<file path="src/rtl/iir2_pkg.sv">
`timescale 1ns/1ps
package iir2_pkg;
    // number of gains in one second-order section
    localparam int NUM_COEF = 5;

    // gain slot order decoded by the write port
    typedef enum logic [2:0] {
        SLOT_FF0 = 3'd0,
        SLOT_FF1 = 3'd1,
        SLOT_FF2 = 3'd2,
        SLOT_FB1 = 3'd3,
        SLOT_FB2 = 3'd4
    } coef_slot_e;
endpackage

</file>
<file path="src/rtl/iir2_coef_bank.sv">
`timescale 1ns/1ps
module iir2_coef_bank
    import iir2_pkg::*;
#(
    parameter int COEF_W = 8,
    parameter int ADDR_W = 3
) (
    input  logic                             clk_i,
    input  logic                             rst_i,
    input  logic                             we_i,
    input  logic [ADDR_W-1:0]                addr_i,
    input  logic [COEF_W-1:0]                wdata_i,
    output logic [NUM_COEF-1:0][COEF_W-1:0]  coef_o
);
    localparam logic [ADDR_W-1:0] LAST_ADDR = ADDR_W'(NUM_COEF - 1);

    logic [NUM_COEF-1:0][COEF_W-1:0] bank_d, bank_q;

    always_comb begin
        bank_d = bank_q;
        if (we_i && (addr_i <= LAST_ADDR)) begin
            bank_d[addr_i] = wdata_i;
        end
    end

    always_ff @(posedge clk_i) begin
        if (rst_i) begin
            bank_q <= '0;
        end else begin
            bank_q <= bank_d;
        end
    end

    assign coef_o = bank_q;

    // a write to an unused slot leaves every gain as it was
    assert_ignore_addr_R3: assert property (@(posedge clk_i) disable iff (rst_i)
        (we_i && (addr_i > LAST_ADDR)) |=> $stable(coef_o));

    // a write to a used slot lands in that slot
    assert_write_slot_R3: assert property (@(posedge clk_i) disable iff (rst_i)
        (we_i && (addr_i <= LAST_ADDR)) |=> (coef_o[$past(addr_i)] == $past(wdata_i)));
endmodule

</file>
<file path="src/rtl/iir2_mac.sv">
`timescale 1ns/1ps
module iir2_mac
    import iir2_pkg::*;
#(
    parameter int DATA_W = 8,
    parameter int COEF_W = 8,
    parameter int ACC_W  = 16
) (
    input  logic signed [DATA_W-1:0]         x0_i,
    input  logic signed [DATA_W-1:0]         x1_i,
    input  logic signed [DATA_W-1:0]         x2_i,
    input  logic signed [DATA_W-1:0]         y1_i,
    input  logic signed [DATA_W-1:0]         y2_i,
    input  logic [NUM_COEF-1:0][COEF_W-1:0]  coef_i,
    output logic signed [ACC_W-1:0]          sum_o,
    output logic signed [DATA_W-1:0]         fb_o
);
    localparam int PROD_W = DATA_W + COEF_W;

    logic signed [DATA_W-1:0] opnd  [NUM_COEF];
    logic signed [ACC_W-1:0]  term  [NUM_COEF];
    logic signed [ACC_W-1:0]  ff_sum;
    logic signed [ACC_W-1:0]  fb_stage1;

    always_comb begin
        opnd[SLOT_FF0] = x0_i;
        opnd[SLOT_FF1] = x1_i;
        opnd[SLOT_FF2] = x2_i;
        opnd[SLOT_FB1] = y1_i;
        opnd[SLOT_FB2] = y2_i;
    end

    for (genvar i = 0; i < NUM_COEF; i++) begin : g_mul
        logic signed [PROD_W-1:0] prod;
        assign prod = opnd[i] * $signed(coef_i[i]);
        if (ACC_W >= PROD_W) begin : g_ext
            assign term[i] = ACC_W'(prod);
        end else begin : g_cut
            assign term[i] = prod[ACC_W-1:0];
        end
    end

    // feedforward adder tree, then the two feedback subtractors in cascade
    always_comb begin
        ff_sum    = term[SLOT_FF0] + term[SLOT_FF1] + term[SLOT_FF2];
        fb_stage1 = ff_sum - term[SLOT_FB1];
        sum_o     = fb_stage1 - term[SLOT_FB2];
        fb_o      = sum_o[ACC_W-1 -: DATA_W];
    end
endmodule

</file>
<file path="src/rtl/iir2_scaler.sv">
`timescale 1ns/1ps
module iir2_scaler #(
    parameter int ACC_W = 16
) (
    input  logic signed [ACC_W-1:0] val_i,
    input  logic [2:0]              scale_i,
    output logic signed [ACC_W-1:0] val_o
);
    logic signed [ACC_W-1:0] stage1;
    logic [2:0]              coarse_sh;

    // first stage: 0, 1, 2 or 4 places
    always_comb begin
        case (scale_i[1:0])
            2'd0:    coarse_sh = 3'd0;
            2'd1:    coarse_sh = 3'd1;
            2'd2:    coarse_sh = 3'd2;
            default: coarse_sh = 3'd4;
        endcase
        stage1 = val_i >>> coarse_sh;
    end

    // second stage: 0 or 3 places
    always_comb begin
        val_o = scale_i[2] ? (stage1 >>> 3) : stage1;
    end

    // an arithmetic shift keeps the sign of the sum
    always_comb begin
        assert_sign_kept_R7: assert (val_o[ACC_W-1] == val_i[ACC_W-1])
            else $error("scaler changed the sign");
    end
endmodule

</file>
<file path="src/rtl/iir2_section.sv">
`timescale 1ns/1ps
module iir2_section
    import iir2_pkg::*;
#(
    parameter int DATA_W  = 8,
    parameter int COEF_W  = 8,
    parameter int ACC_W   = 16,
    parameter int ADDR_W  = 3
) (
    input  logic              clk_i,
    input  logic              rst_i,
    input  logic              smp_valid_i,
    input  logic [DATA_W-1:0] smp_data_i,
    input  logic [2:0]        scale_i,
    input  logic              cf_we_i,
    input  logic [ADDR_W-1:0] cf_addr_i,
    input  logic [COEF_W-1:0] cf_wdata_i,
    output logic              res_valid_o,
    output logic [ACC_W-1:0]  res_data_o
);
    typedef struct packed {
        logic signed [DATA_W-1:0] x1;
        logic signed [DATA_W-1:0] x2;
        logic signed [DATA_W-1:0] y1;
        logic signed [DATA_W-1:0] y2;
        logic                     vld;
        logic signed [ACC_W-1:0]  dat;
    } state_t;

    state_t st_d, st_q;

    logic [NUM_COEF-1:0][COEF_W-1:0] coef;
    logic signed [ACC_W-1:0]         sum;
    logic signed [DATA_W-1:0]        fb;
    logic signed [ACC_W-1:0]         scaled;

    iir2_coef_bank #(.COEF_W(COEF_W), .ADDR_W(ADDR_W)) u_bank (
        .clk_i   (clk_i),
        .rst_i   (rst_i),
        .we_i    (cf_we_i),
        .addr_i  (cf_addr_i),
        .wdata_i (cf_wdata_i),
        .coef_o  (coef)
    );

    iir2_mac #(.DATA_W(DATA_W), .COEF_W(COEF_W), .ACC_W(ACC_W)) u_mac (
        .x0_i   ($signed(smp_data_i)),
        .x1_i   (st_q.x1),
        .x2_i   (st_q.x2),
        .y1_i   (st_q.y1),
        .y2_i   (st_q.y2),
        .coef_i (coef),
        .sum_o  (sum),
        .fb_o   (fb)
    );

    iir2_scaler #(.ACC_W(ACC_W)) u_scale (
        .val_i   (sum),
        .scale_i (scale_i),
        .val_o   (scaled)
    );

    always_comb begin
        st_d     = st_q;
        st_d.vld = smp_valid_i;
        if (smp_valid_i) begin
            st_d.x1  = $signed(smp_data_i);
            st_d.x2  = st_q.x1;
            st_d.y1  = fb;
            st_d.y2  = st_q.y1;
            st_d.dat = scaled;
        end
    end

    always_ff @(posedge clk_i) begin
        if (rst_i) begin
            st_q <= '0;
        end else begin
            st_q <= st_d;
        end
    end

    assign res_valid_o = st_q.vld;
    assign res_data_o  = st_q.dat;

    // reset empties the output
    assert_reset_clear_R1: assert property (@(posedge clk_i)
        rst_i |=> (!res_valid_o && (res_data_o == '0)));

    // valid follows the input strobe by one clock
    assert_valid_rise_R2: assert property (@(posedge clk_i) disable iff (rst_i)
        smp_valid_i |=> res_valid_o);
    assert_valid_fall_R2: assert property (@(posedge clk_i) disable iff (rst_i)
        !smp_valid_i |=> !res_valid_o);

    // delay line moves one place per sample
    assert_delay_chain_R5: assert property (@(posedge clk_i) disable iff (rst_i)
        smp_valid_i |=> ((st_q.x2 == $past(st_q.x1)) && (st_q.y2 == $past(st_q.y1))));

    // with no shift, the stored feedback is the top byte of the result
    assert_fb_upper_R5: assert property (@(posedge clk_i) disable iff (rst_i)
        (smp_valid_i && (scale_i == 3'd0)) |=> (st_q.y1 == $signed(res_data_o[ACC_W-1 -: DATA_W])));

    // idle cycles freeze the delay line
    assert_idle_freeze_R6: assert property (@(posedge clk_i) disable iff (rst_i)
        !smp_valid_i |=> ($stable(st_q.x1) && $stable(st_q.x2) && $stable(st_q.y1) && $stable(st_q.y2)));

    // output data holds between samples
    assert_hold_R8: assert property (@(posedge clk_i) disable iff (rst_i)
        !smp_valid_i |=> $stable(res_data_o));
endmodule

</file>
<file path="config.mk">
export PLATFORM = sky130hd
export DESIGN_NAME = iir2_section
export DESIGN_NICKNAME = d
export VERILOG_FILES = /design/src/rtl/iir2_pkg.sv /design/src/rtl/iir2_coef_bank.sv /design/src/rtl/iir2_mac.sv /design/src/rtl/iir2_scaler.sv /design/src/rtl/iir2_section.sv
export SDC_FILE = /design/constraint.sdc
export NUM_CORES = 1
export LEC_CHECK = 0
export ABC_AREA = 1
export BUFFER_PORTS_ARGS = -buffer_cell sky130_fd_sc_hd__clkbuf_2
export CORE_MARGIN = 10
export CORE_UTILIZATION = 55
export DETAILED_ROUTE_END_ITERATION = 12
export HOLD_SLACK_MARGIN = 0.08
export PLACE_DENSITY = 0.74
export SLEW_MARGIN = 20
export SYNTH_ARGS = -nofsm -noshare
export SYNTH_HDL_FRONTEND = slang
export SYNTH_HIERARCHICAL = 1
export SYNTH_SLANG_ARGS = --single-unit
</file>
<file path="constraint.sdc">
create_clock -name clk_i -period 8.6 [get_ports clk_i]
set_clock_uncertainty 0.05 [all_clocks]
set_input_delay 1.72 -clock clk_i [delete_from_list [all_inputs] [get_ports clk_i]]
set_output_delay 1.72 -clock clk_i [all_outputs]
set_load 0.02 [all_outputs]
</file>
Yosys cells after proc, flatten, opt, wreduce, memory -nomap -nowiden
Index checks and enable logic that the tools add are counted.
W data, S select, Z words.
{"block": "word_totals", "ff_bits": 89, "output_inout_bits": 17, "inputBits": 26, "elab_cells": 34}
{"block": "op_classes", "n_eq_ne": 2, "n_shift": 1, "n_lt_le_gt_ge": 3, "n_addsub": 4, "reduce_logical": 3, "muxes": 5, "multipliers": 5}
{"operator": "$mul A8 B8 Y16", "count": 5}
{"operator": "$bwmux W40", "count": 1}
{"operator": "$add A16 B16 Y16", "count": 2}
{"operator": "$sub A16 B16 Y16", "count": 2}
{"operator": "$demux W8 S3", "count": 1}
{"operator": "$sshr A16 B3 Y16", "count": 1}
{"operator": "$mux W15", "count": 1}
{"operator": "$pmux W3 S3", "count": 1}
{"operator": "$mux W8", "count": 1}
{"operator": "$lt A3 B4 Y1 const B", "count": 1}
{"operator": "$ge A3 B1 Y1 const B", "count": 1}
{"operator": "$le A3 B3 Y1 const B", "count": 1}
{"operator": "$eq A2 B1 Y1 const B", "count": 1}
{"operator": "$eq A2 B2 Y1 const B", "count": 1}
{"operator": "$logic_and A1 B1 Y1", "count": 2}
{"operator": "$logic_not A2 Y1", "count": 1}

Depth between registers and ports, before layout
Gate-level depths: netlist of run 1.
{"block": "depth", "depth_word": 7, "depth_mapped": 46, "depth_no_buf": 44}

Hierarchy
The synthesis of run 1 kept the hierarchy.
{"mod": "iir2_mac", "instances": 1, "cells_per_inst": 1653, "area_per_inst_um2": 13696.9, "seq_area_each_um2": 0.0}
{"mod": "iir2_section", "instances": 1, "cells_per_inst": 324, "area_per_inst_um2": 2127.0, "seq_area_each_um2": 980.9}
{"mod": "iir2_coef_bank", "instances": 1, "cells_per_inst": 238, "area_per_inst_um2": 1706.6, "seq_area_each_um2": 800.8}
{"mod": "iir2_scaler", "instances": 1, "cells_per_inst": 157, "area_per_inst_um2": 665.6, "seq_area_each_um2": 0.0}

Worst setup path before layout of run 1
No wires, ideal clock.
{"block": "synth_path", "kind": "input -> register", "start": "input port smp_data_i[7]", "end": "register st_q (netlist bit res_data_o[10])", "setup_ns": 0.064, "stages": 36, "setup_slack_ns": -0.115, "t_required_ns": 8.486, "arrival_ns": 8.602, "path_buffers": 2, "cell_sequence": "clkbuf_1 > nand2_1 > inv_1 > fa_1 > inv_1 > fa_1 > inv_1 > fa_1 > fa_1 > inv_1 > fa_1 > inv_1 > fa_1 > fa_1 > fa_1 > inv_1 > fa_1 > inv_1 > ha_1 > a21oi_1 > o21ai_0 > a21oi_2 > o21bai_1 > a21oi_1 > xor2_1 > buf_4 > inv_1 > o21ai_0 > o211ai_1 > nand2_1 > nand2_1 > nand2_1 > inv_1 > nand2_1 > nand2_1 > nor2_1"}
{"block": "synth_between", "elab_chain_len": 7}
{"element": "start: declaration", "line": "iir2_section.sv:13", "text": "input logic [DATA_W-1:0] smp_data_i,"}
{"element": "$mul A8 B8 Y16", "line": "iir2_mac.sv:35", "text": "assign prod = opnd[i] * $signed(coef_i[i]);"}
{"element": "$add A16 B16 Y16 (2 in a row)", "line": "iir2_mac.sv:45", "text": "ff_sum = term[SLOT_FF0] + term[SLOT_FF1] + term[SLOT_FF2];"}
{"element": "$sub A16 B16 Y16", "line": "iir2_mac.sv:46", "text": "fb_stage1 = ff_sum - term[SLOT_FB1];"}
{"element": "$sub A16 B16 Y16", "line": "iir2_mac.sv:47", "text": "sum_o = fb_stage1 - term[SLOT_FB2];"}
{"element": "named net fb[4]", "line": "iir2_section.sv:34", "text": "logic signed [DATA_W-1:0] fb;"}
{"element": "$sshr A16 B3 Y16", "line": "iir2_scaler.sv:20", "text": "stage1 = val_i >>> coarse_sh;"}
{"element": "$mux W15", "line": "iir2_scaler.sv:25", "text": "val_o = scale_i[2] ? (stage1 >>> 3) : stage1;"}
{"element": "named net scaled[10]", "line": "iir2_section.sv:35", "text": "logic signed [ACC_W-1:0] scaled;"}
{"element": "end signal: assignment", "line": "iir2_section.sv:79", "text": "st_q <= st_d;"}
{"element": "end: declaration", "line": "iir2_section.sv:30", "text": "state_t st_d, st_q;"}
The timed path passes the listed nets, and every way through them passes these cells.
A chain may end at the register's enable or synchronous reset.

Worst setup path after layout of run 1
{"block": "layout_path", "start": "input port smp_data_i[2]", "end": "register st_q (netlist bit res_data_o[8])"}
The elaborated chain is that of the path after synthesis.

==> results.txt, run 1 <==
Post-DRT Antenna Nets: 0
fin crit period: 8.51 ns
Post-Place Worst Slack: -0.441 ns
count leader, synth: inv_1
Clock Latency Late Sink: 0.38 ns
H-tree depth: 3
full die area: 0.0408 mm^2
hold depth: 2
async set-reset flop share out of synthesis: 0
final instance area: 0.0194 mm^2
CP required: 8.86 ns
Post-Syn Area: 0.0182 mm^2
RePlAce Congestion: 0.925
initial drt markers: 1,036
setup violators final: 0
CTS clk-pin slew, worst paths: 0.07 ns
Die Y-Extent: 202 um
actual transition at the worst max-transition pin: 1.04 ns
first-pass GRT wire length: 77,900 um
core area: 0.0326 mm^2
area of placed instances: 0.0187 mm^2
critical path class: input port to flop
Max Slew Vio Count: 0
clock buffer depth: 2
WP data arrival: 8.77 ns
CTS tree: built
DR pass1 iterations: 6
Residual DRC: 0
largest net degree at the start of global routing: 98
Tcrit/Tclk final: 0.989
Avg Cell Area, Syn: 7.67 um^2
post-layout net count: 2,880
Max Cap Viol: 0
relative slew slack: 0.309
Syn-to-layout area delta: 6.53%
initial antenna violation count: 0
yosys warns: 6
via count: 14,100
post-synth top area share: 0.416
die width: 202 um
total nets after synthesis: 2,896
Post-synth EDFFs: 0
Hold Fails Final Rpt: 0
top_reg_cell synth: dfxtp_1
leading area contributor after synthesis: fa_1
Num CTS Buffers: 9
clk sink count: 89
Worst R2R Path Depth: 28
routed vias/inst: 5.03
DP HPWL: 39,400 um
# rows: 66
crit path max fanout: 5
Ports: 43
Ant. Diodes: 0
CP max-delay cell: fa_1
PortBufs: 42
GR Overflow Total: 0
final WL: 47,600 um
Setup crit end kind: flop
Crit path top cell by count: fa_1
fin worst setup slack: 0.0942 ns
Synth Instances: 2,372
WL per Instance: 17.0 um
Synth top cells by count: 663 x inv_1, 579 x nand2_1, 378 x fa_1
Tot GR Track Use: 0.241
setup tns final: 0 ns
synthesized flop and latch total: 89
fmax: 118 MHz
run status: finished clean
layout cell share with drive strength beyond 1: 0.0881
Core Util, Final: 0.594
RSZ-0062 raised after global routing: yes
top post-synthesis cells by area: fa_1 42%, inv_1 14%, nand2_1 12%
Startpoint Class: input port
Seq/Total Area, Yosys: 0.0979
Initial Utilization: 0.558
slowest cell delay on critical path: 0.58 ns
Hold WC Path Type: flop to flop
Unique masters post-synth: 36
vias in the first global route: 14,900
clock root buffer: clkbuf_16
## registers in the layout (all words and copies together) (netlist names)
name	count
res_valid_o	1
u_bank/coef_o	40
res_data_o	16
st_q	32
## cell families (layout without fill, tap and decap cells)
| kind of cell | count (synthesis) | after routing | share of synthesized area |
|---|---|---|---|
| AND/OR/NAND/NOR | 902 | 902 | 0.198 |
| adder cells (fa/ha/maj) | 498 | 498 | 0.498 |
| buffers and inverters | 802 | 791 | 0.176 |
| AO/OA/AOI/OAI | 54 | 54 | 0.0165 |
| flip-flops | 89 | 89 | 0.0979 |
| XOR/XNOR | 27 | 27 | 0.0130 |
## critical path, delay by kind of cell
kind	cells	cell delay [ns]
simple gates	7	0.56
compound gates	4	0.63
buf+inv	9	0.81
xor+xnor	1	0.17
fa+ha+maj	10	4.88
## per-layer routing
metal	GRT usage	vias to the layer above	wire length [um]
li1	-	6570	-
met1	0.302	6969	18900
met2	0.416	456	23900
met3	0.0377	103	3010
met4	0.0840	0	1810
met5	0	-	0
## layout make-up
class | instances | area (um^2)
Sequential cell | 89 | 1780
Fill cell | 2905 | 13200
Multi-Input combinational cell | 1481 | 13500
Tap cell | 442 | 553
Timing Repair Buffer | 105 | 724
Clock inverter | 7 | 101
Clock buffer | 9 | 225
Inverter | 670 | 2520
## through the flow
stage                     cells  hold slack, ns
after floorplan            2372           0.397
after global placement     2783           0.409
after detailed placement   2783           0.414
after CTS                  2799           0.424
after global routing       2803           0.444
final                      2803           0.424
## path summary, 6_finish.rpt
path	startpoint	end	slack, ns
worst min register to register	res_data_o[15]	res_data_o[15]	0.42
worst min-delay path	res_data_o[15]	res_data_o[15]	0.42
worst max register to register	st_q[48]	res_data_o[8]	0.73
worst max-delay path	smp_data_i[2]	res_data_o[8]	0.09
## repair_timing
item / CTS / global route
setup buffers: 0 / 4
pin swaps: 0 / 45
resized for setup: 1 / 80
endpoints found under the setup margin: 4 / 17
hold buffers: 0 / 0
## layout by cell type (no fill, tap or decap), types with 4 or more instances in the layout
master	netlist	layout
o21ai_2	0	4
a21oi_2	1	4
o21ai_0	18	12
nand2_2	8	17
nand2_1	579	570
ha_4	0	8
nor2_1	216	213
nand3_1	74	72
dfxtp_1	89	89
clkbuf_16	0	9
fa_2	0	6
nor2_2	5	8
or2_2	8	8
o21ai_1	6	8
inv_1	663	655
nor2_4	6	6
clkbuf_2	1	34
a21oi_1	20	16
xor2_1	17	13
inv_2	6	14
fa_1	378	372
xnor2_1	10	10
buf_4	28	60
ha_1	120	112
buf_6	8	5
Power of run 1 is not shown: default switching activity piles up to over one toggle a cycle in this logic, so the estimate is an artifact.
==> inputs of run 2 (changes only) <==
- CELL_PAD_IN_SITES_DETAIL_PLACEMENT: default -> 0
- CELL_PAD_IN_SITES_GLOBAL_PLACEMENT: default -> 1
- CORE_UTILIZATION: 55 -> 45
- PLACE_DENSITY: 0.74 -> default
- PLACE_DENSITY_LB_ADDON: default -> 0.1
==> run 2 against run 1 <==
Compared with the run above:
- register-to-register slack got worse by 0.07 ns
- via count fell by 5.0%
- utilization fell by 10 points
- critical path depth rose by 4
- worst hold slack got worse by 0.0098 ns
- maximum frequency rose by 0.67%
- wire length fell by 0.11%
- count of clock-buffer cells in the layout rose by 2
- non-clock buffer count rose by 8
- sequential cell count did not move
- setup slack improved by 0.057 ns
- final cell count rose by 3.2%
==> results.txt, run 2 (synthesized netlist as in run 1, its figures left out) <==
core area: 0.0398 mm^2 (+22%)
critical path class: input port to flop
CTS tree: built
die width: 221 um (+9.5%)
Hold WC Path Type: flop to flop
placed cell count: 2,873 (+3.2%)
Max Cap Viol: 0 (unchanged)
Hold Fails Final Rpt: 0 (unchanged)
clk sink count: 89 (unchanged)
post-layout net count: 2,888 (+0.28%)
largest net degree at the start of global routing: 98 (unchanged)
CTS Hold Bufs: 0 (unchanged)
clock buffer depth: 2 (unchanged)
vias in the first global route: 14,100 (-5.9%)
Startpoint Class: input port
relative slew slack: 0.352 (+0.0429)
fin crit period: 8.45 ns (-0.0570 ns)
RePlAce Congestion: 0.889 (-3.9%)
PortBufs: 42 (unchanged)
Initial Utilization: 0.457 (-0.101)
DR pass1 iterations: 5 (-1)
Die Y-Extent: 221 um (+9.5%)
CP max-delay cell: fa_2
CP required: 8.87 ns (about the same)
Residual DRC: 0 (unchanged)
WL per Instance: 16.4 um (-3.2%)
routed vias/inst: 4.63 (-8.0%)
Syn-to-layout area delta: 7.65%
run status: finished clean
Ant. Diodes: 0 (unchanged)
fmax: 118 MHz (+0.67%)
most frequent cells in the layout: 649 x inv_1, 568 x nand2_1, 369 x fa_1
Clock Latency Late Sink: 0.38 ns (about the same)
setup tns final: 0 ns (unchanged)
DP HPWL: 41,100 um (+4.3%)
GR Overflow Total: 0 (unchanged)
Largest register FFs: 40 (unchanged)
WP data arrival: 8.72 ns (-0.05 ns)
H-tree depth: 3 (unchanged)
initial antenna violation count: 1 (+1)
CTS clk-pin slew, worst paths: 0.07 ns (about the same)
layout cell share with drive strength beyond 1: 0.0958 (+0.00772)
final WL: 47,500 um (-0.11%)
setup violators final: 0 (unchanged)
Ports: 43 (unchanged)
actual transition at the worst max-transition pin: 0.972 ns (-0.0644 ns)
Num CTS Buffers: 9 (unchanged)
Post-DRT Antenna Nets: 0 (unchanged)
Final Non-Filler Cells: 2,894 (+3.2%)
RSZ-0062 raised after global routing: yes
Setup crit end kind: flop
clock root buffer: clkbuf_16
Reg2Reg Setup Slack: 0.66 ns (-0.07 ns)
crit path max fanout: 6 (+1)
fin worst setup slack: 0.151 ns (+0.0570 ns)
initial drt markers: 778 (-25%)
full die area: 0.0489 mm^2 (+20%)
Tcrit/Tclk final: 0.982 (-0.00662)
Tot GR Track Use: 0.202 (-0.0389)
# rows: 73 (+11%)
Post-Place Worst Slack: -0.611 ns (-0.171 ns)
Crit path top cell by count: nand2_1
Max Slew Vio Count: 0 (unchanged)
via count: 13,400 (-5.0%)
slowest cell delay on critical path: 0.59 ns (about the same)
first-pass GRT wire length: 77,600 um (-0.40%)
most common cell after layout, fill and taps aside: inv_1
## run 2: worst max-delay path, delay by kind of cell
kind | cells | cell delay [ns]
compound gates | 2 | 0.35
fa+ha+maj | 10 | 4.57
buf+inv | 7 | 0.57
simple gates | 16 | 1.48
## run 2: final timing paths
check / startpoint / end / cells after the start
max: smp_data_i[6] / res_data_o[13] / 35
min: res_data_o[11] / res_data_o[11] / 2
max reg2reg: st_q[48] / res_data_o[13] / 30
min reg2reg: res_data_o[11] / res_data_o[11] / 2
## run 2: routing by layer
layer / GRT usage / vias to the layer above / share of wire
met3: 0.0229 / 42 / 0.031
met1: 0.259 / 6554 / 0.44
met5: 0 / - / 0.00021
met2: 0.351 / 221 / 0.50
li1: - / 6579 / -
met4: 0.0597 / 2 / 0.026
## run 2: final cells by class
| type | instances | area (um^2) |
|---|---|---|
| inverters | 670 | 2520 |
| repair buffers | 113 | 817 |
| fillers | 4082 | 20200 |
| flip-flops and latches | 89 | 1780 |
| multi-input cells | 1481 | 13500 |
| clock inverters | 5 | 62.6 |
| clock buffers | 11 | 243 |
| well taps | 525 | 657 |
## run 2: metrics by stage
stage	util	hold slack [ns]	instance area, um^2
after global placement	0.474	0.407	18900
after detailed placement	0.474	0.414	18900
after floorplan	-	0.397	18200
after global routing	0.492	0.428	19600
final	0.492	0.414	19600
after CTS	0.483	0.422	19200
## run 2: repair_timing
action,CTS,global route
pin swaps,2,87
resized for setup,6,99
setup endpoints to repair,7,14
setup buffers,0,5
Power of run 2 is left out for the same reason.
